## src/rtl/pm_cell_pkg.sv

```systemverilog
package pm_cell_pkg;
  typedef struct packed {
    logic       r2_pinclk;
    logic       r1_pinclk;
    logic       r2_toggle;
    logic       r1_toggle;
    logic       pol_high;
    logic       comb_out;
    logic [1:0] split;
  } cell_cfg_t;

  localparam logic [1:0] SPLIT_8_4    = 2'b00;
  localparam logic [1:0] SPLIT_4_4    = 2'b01;
  localparam logic [1:0] SPLIT_12_4   = 2'b10;
  localparam logic [1:0] SPLIT_BURIED = 2'b11;
endpackage

```

## src/rtl/pm_sum_router.sv

```systemverilog
module pm_sum_router #(
  parameter int PT_PER_SUM = 4,
  parameter int N_SUMS     = 3
) (
  input  logic [N_SUMS*PT_PER_SUM-1:0] pt,
  input  logic [1:0]                   split,
  output logic                         dt1,
  output logic                         dt2
);
  import pm_cell_pkg::*;

  logic [N_SUMS-1:0] sums;

  for (genvar g = 0; g < N_SUMS; g++) begin : g_sum
    assign sums[g] = |pt[g*PT_PER_SUM +: PT_PER_SUM];
  end

  always_comb begin
    unique case (split)
      SPLIT_4_4:  dt1 = sums[0];
      SPLIT_12_4: dt1 = sums[0] | sums[1] | sums[2];
      default:    dt1 = sums[0] | sums[1];
    endcase
    dt2 = sums[2];
  end
endmodule

```

## src/rtl/pm_dt_flop.sv

```systemverilog
module pm_dt_flop (
  input  logic clk,
  input  logic rst,
  input  logic ck_term,
  input  logic pin_clk,
  input  logic use_pin,
  input  logic toggle,
  input  logic dt,
  input  logic clr,
  input  logic load_en,
  input  logic load_val,
  output logic q
);
  logic sel_clk;
  logic sel_prev;
  logic edge_seen;

  assign sel_clk   = ck_term & (use_pin ? pin_clk : 1'b1);
  assign edge_seen = sel_clk & ~sel_prev;

  always_ff @(posedge clk) begin
    if (rst) begin
      q        <= 1'b0;
      sel_prev <= 1'b0;
    end else begin
      sel_prev <= sel_clk;
      if (clr)            q <= 1'b0;
      else if (load_en)   q <= load_val;
      else if (edge_seen) q <= toggle ? (q ^ dt) : dt;
    end
  end
endmodule

```

## src/rtl/pm_macrocell.sv

```systemverilog
module pm_macrocell #(
  parameter int PT_PER_SUM = 4,
  localparam int N_SUMS    = 3,
  localparam int N_PT      = N_SUMS * PT_PER_SUM,
  localparam int N_REG     = 2
) (
  input  logic             clk,
  input  logic             rst,
  input  logic [7:0]       cfg,
  input  logic [N_PT-1:0]  pt,
  input  logic [N_REG-1:0] ck_term,
  input  logic [N_REG-1:0] clr_term,
  input  logic             oe_term,
  input  logic             pin_clk,
  input  logic             secure,
  input  logic             preload_en,
  input  logic [N_REG-1:0] preload_val,
  input  logic             pad_i,
  output logic             pad_o,
  output logic             pad_oe,
  output logic             pad_fb,
  output logic             fb_q1,
  output logic             fb_buried,
  output logic             q2_obs
);
  import pm_cell_pkg::*;

  cell_cfg_t        c;
  logic             dt1, dt2;
  logic [N_REG-1:0] dt_vec, tog_vec, pin_vec, q_vec;
  logic             load_ok;
  logic             pick;

  assign c       = cell_cfg_t'(cfg);
  assign load_ok = preload_en & ~secure;

  pm_sum_router #(.PT_PER_SUM(PT_PER_SUM), .N_SUMS(N_SUMS)) u_route (
    .pt(pt), .split(c.split), .dt1(dt1), .dt2(dt2)
  );

  assign dt_vec  = {dt2, dt1};
  assign tog_vec = {c.r2_toggle, c.r1_toggle};
  assign pin_vec = {c.r2_pinclk, c.r1_pinclk};

  for (genvar r = 0; r < N_REG; r++) begin : g_reg
    pm_dt_flop u_ff (
      .clk(clk), .rst(rst),
      .ck_term(ck_term[r]), .pin_clk(pin_clk), .use_pin(pin_vec[r]),
      .toggle(tog_vec[r]), .dt(dt_vec[r]), .clr(clr_term[r]),
      .load_en(load_ok), .load_val(preload_val[r]), .q(q_vec[r])
    );
  end

  assign pick      = c.comb_out ? dt1 : q_vec[0];
  assign pad_o     = c.pol_high ? pick : ~pick;
  assign pad_oe    = oe_term;
  assign pad_fb    = pad_i;
  assign fb_q1     = q_vec[0];
  assign fb_buried = (c.split == SPLIT_BURIED) ? dt2 : q_vec[1];
  assign q2_obs    = secure ? 1'b0 : q_vec[1];
endmodule

```

## config.mk

```make
export PLATFORM = sky130hd
export DESIGN_NAME = pm_macrocell
export DESIGN_NICKNAME = d
export VERILOG_FILES = /design/src/rtl/pm_cell_pkg.sv /design/src/rtl/pm_sum_router.sv /design/src/rtl/pm_dt_flop.sv /design/src/rtl/pm_macrocell.sv
export SDC_FILE = /design/constraint.sdc
export NUM_CORES = 1
export LEC_CHECK = 0
export ABC_CLOCK_PERIOD_IN_PS = 3100
export BUFFER_PORTS_ARGS = -buffer_cell sky130_fd_sc_hd__buf_4
export CORE_AREA = 10 10 47 49
export CTS_CLUSTER_SIZE = 12
export DETAILED_ROUTE_END_ITERATION = 6
export DIE_AREA = 0 0 57 59
export PLACE_DENSITY = 0.67
export SETUP_SLACK_MARGIN = 0.02
export SLEW_MARGIN = 20
export SYNTH_ARGS = -nofsm -noshare
export SYNTH_HDL_FRONTEND = slang
export SYNTH_HIERARCHICAL = 1
export SYNTH_SLANG_ARGS = --single-unit
```

## constraint.sdc

```tcl
create_clock -name clk -period 3.1 [get_ports clk]
set_input_delay 0.62 -clock clk [delete_from_list [all_inputs] [get_ports clk]]
set_output_delay 0.62 -clock clk [all_outputs]
set_load 0.005 [all_outputs]
```

==> metrics.txt <==
status completed; Pwr per Cell Area 279 nW/um^2; average cell area after synthesis about 8.0 sq um; Initial DRT Pass Iterations 2; EDFF count, synth 0; worst min path class primary input to flip-flop; final hold violation count 0; Final Wtd Congestion 0.747; slowest cell delay on critical path around 0.56 ns; final setup vio count 0; predominant post-synthesis flop cell dfxtp_1; Yosys reg bits 4; Die ar. 3360 sq um; net count after synthesis 82; CP bufs+invs 2; top-count cell post-synth inv_1; CTS tree built; post-layout util a little under half; CTS buffer count 3; largest delay contributor family on the critical path simple AND/OR/NAND/NOR gates; peak supply drop about 0.00014 V; fin. max-slew vios 0; antenna-violating nets left 0; Bufs on Longest Clock Path 2; Residual DRC 0; postcts setup bufs 0; CP Cell Sequence buf_4 > or4_4 > a211oi_1 > nor2_1 > mux2i_1 > xor2_1 > buf_4; first-pass GRT wire length around 2.3 mm; MaxCap Viol Count 0; row count 14; share of cells above drive strength 1 48.8%; Synth area leaders dfxtp_1, a2111oi_0, ha_1; ys async rst share 0%; pin slew with the least headroom to its limit ~0.50 ns; YS warnings 6; die height around 59 um; vias per inst slightly below 5; PortBufs 34; Post-synth top cells inv_1, a2111oi_0, dfxtp_1, nor2b_1, nor2_1; CTS root buffer clkbuf_4; Detail Placement HPWL roughly 1.2 mm; crit path capture type primary output; Synth area leader dfxtp_1; mapped cell area about 380 sq um; DR WL/cell ~14 um; Syn-to-layout area delta 75.1%; Fin Setup TNS 0 ns; kind of critical path primary input to primary output; CP most frequent cell buf_4; final net count between 100 and 150; cts repair resizes 0; Initial DRC Count 2; fin crit period 2.74 ns; Clk pin slew, worst setup/hold paths 0.04 ns; grt ovf 0; Post-Route WL 1.40 mm; post-synthesis instance total 47; largest net degree at the start of global routing 9; Worst EP required about 2.5 ns; Initial Util between 20% and 30%; total clock sinks 4; clk_skew between 0.00004 and 0.00005 ns; final worst path period share between 80% and 90%; via count roughly 470; synth unique cells 21; proportion of netlist area held by the largest area contributor 21.3%; critical path launch point type primary input; H-tree Lvls 1; post-synthesis sequential area ratio 21.3%; gr usage total about 8.5%; die width between 50 and 60 um; core box area between 1000 and 1500 sq um; clk_lat worst skew between 0.2 and 0.25 ns; Leak between 0.3 and 0.4 nW; fmax about 0.36 GHz; n_diodes 0; antenna violations before repair 0; worst relative slew slack approximately two thirds; hold_buf cts 0; Critical Path AT about 2.1 ns; RSZ-0062 raised after global routing false; I/O pins 39; vias in the first global route about 530; crit path max fanout 5; hold slack just under 0.6 ns; slowest CP cell or4_4
[path summary, 6_finish.rpt]
path                                             start  cells after the start  slack [ns]                      to
worst max-delay path                             pt[9]                      7        0.36                   pad_o
worst min-delay path                               rst                      2        0.59  g_reg[0].u_ff/sel_prev
worst max register to register         g_reg[1].u_ff/q                      3        1.92         g_reg[1].u_ff/q
worst min register to register  g_reg[1].u_ff/sel_prev                      3        0.67         g_reg[1].u_ff/q
[routing by layer]
layer  global-route usage, %  vias to the layer above  part of all wire, %
met3                    3.86                        0                   13
met2                    13.0                       29                   40
met1                    9.40                      204                   46
li1                        -                      241                    -
met5                       0                        -                    0
met4                    5.03                        0                    0
[registers in the layout, summed over array words and instances (netlist names)]
| register | flops |
|---|---|
| g.u_ff/sel_prev | 2 |
| g.u_ff/q | 2 |
[cell usage in the layout, fill, tap and decap left out, drive strengths merged]
cell type / Yosys / routed
xor2: 1 / 1
inv: 5 / 5
or2: 2 / 2
nand2: 1 / 1
mux2: 1 / 1
mux2i: 1 / 1
nor2b: 4 / 4
nand2b: 2 / 2
ha: 2 / 2
or4: 3 / 3
and3b: 2 / 2
nor3b: 2 / 2
dfxtp: 4 / 4
nor2: 3 / 3
a211oi: 2 / 2
o21ai: 2 / 2
a2111oi: 4 / 4
nor3: 2 / 2
buf: 2 / 34
clkbuf: 0 / 3
nand3: 2 / 2
[power breakdown]
| group | switching (mW) | internal (mW) |
|---|---|---|
| Combinational | 0.0215 | 0.0414 |
| Clock | 0.0208 | 0.0433 |
| Sequential | 0.00221 | 0.0546 |
| Total | 0.0445 | 0.139 |
[stage by stage]
step                      cells  power, mW  worst slack [ns]  area, sq um
after global placement       95      0.119             0.390          637
after floorplan              47     0.0810             0.658          377
final                        98      0.184             0.359          659
after global routing         98      0.203             0.224          659
after detailed placement     95      0.121             0.367          637
after CTS                    98      0.190             0.366          659
[cell type report]
| cell class | count | area, sq um |
|---|---|---|
| Fill cell | 150 | 742 |
| Multi-Input combinational cell | 36 | 263 |
| Timing Repair Buffer | 34 | 255 |
| Sequential cell | 4 | 80.1 |
| Clock buffer | 3 | 22.5 |
| Tap cell | 16 | 20.0 |
| Inverter | 5 | 18.8 |
[cells by family after synthesis]
group	Yosys count	synth area share, %
xor gates and xnor gates	1	2.33
muxes	2	5.65
DFF	4	21.3
AOI/OAI and AO/OA	8	15.9
buffers and inverters	7	8.97
and+or+nand+nor	23	39.2
adders and majority gates	2	6.64
Power figures use the tool's default switching activity.
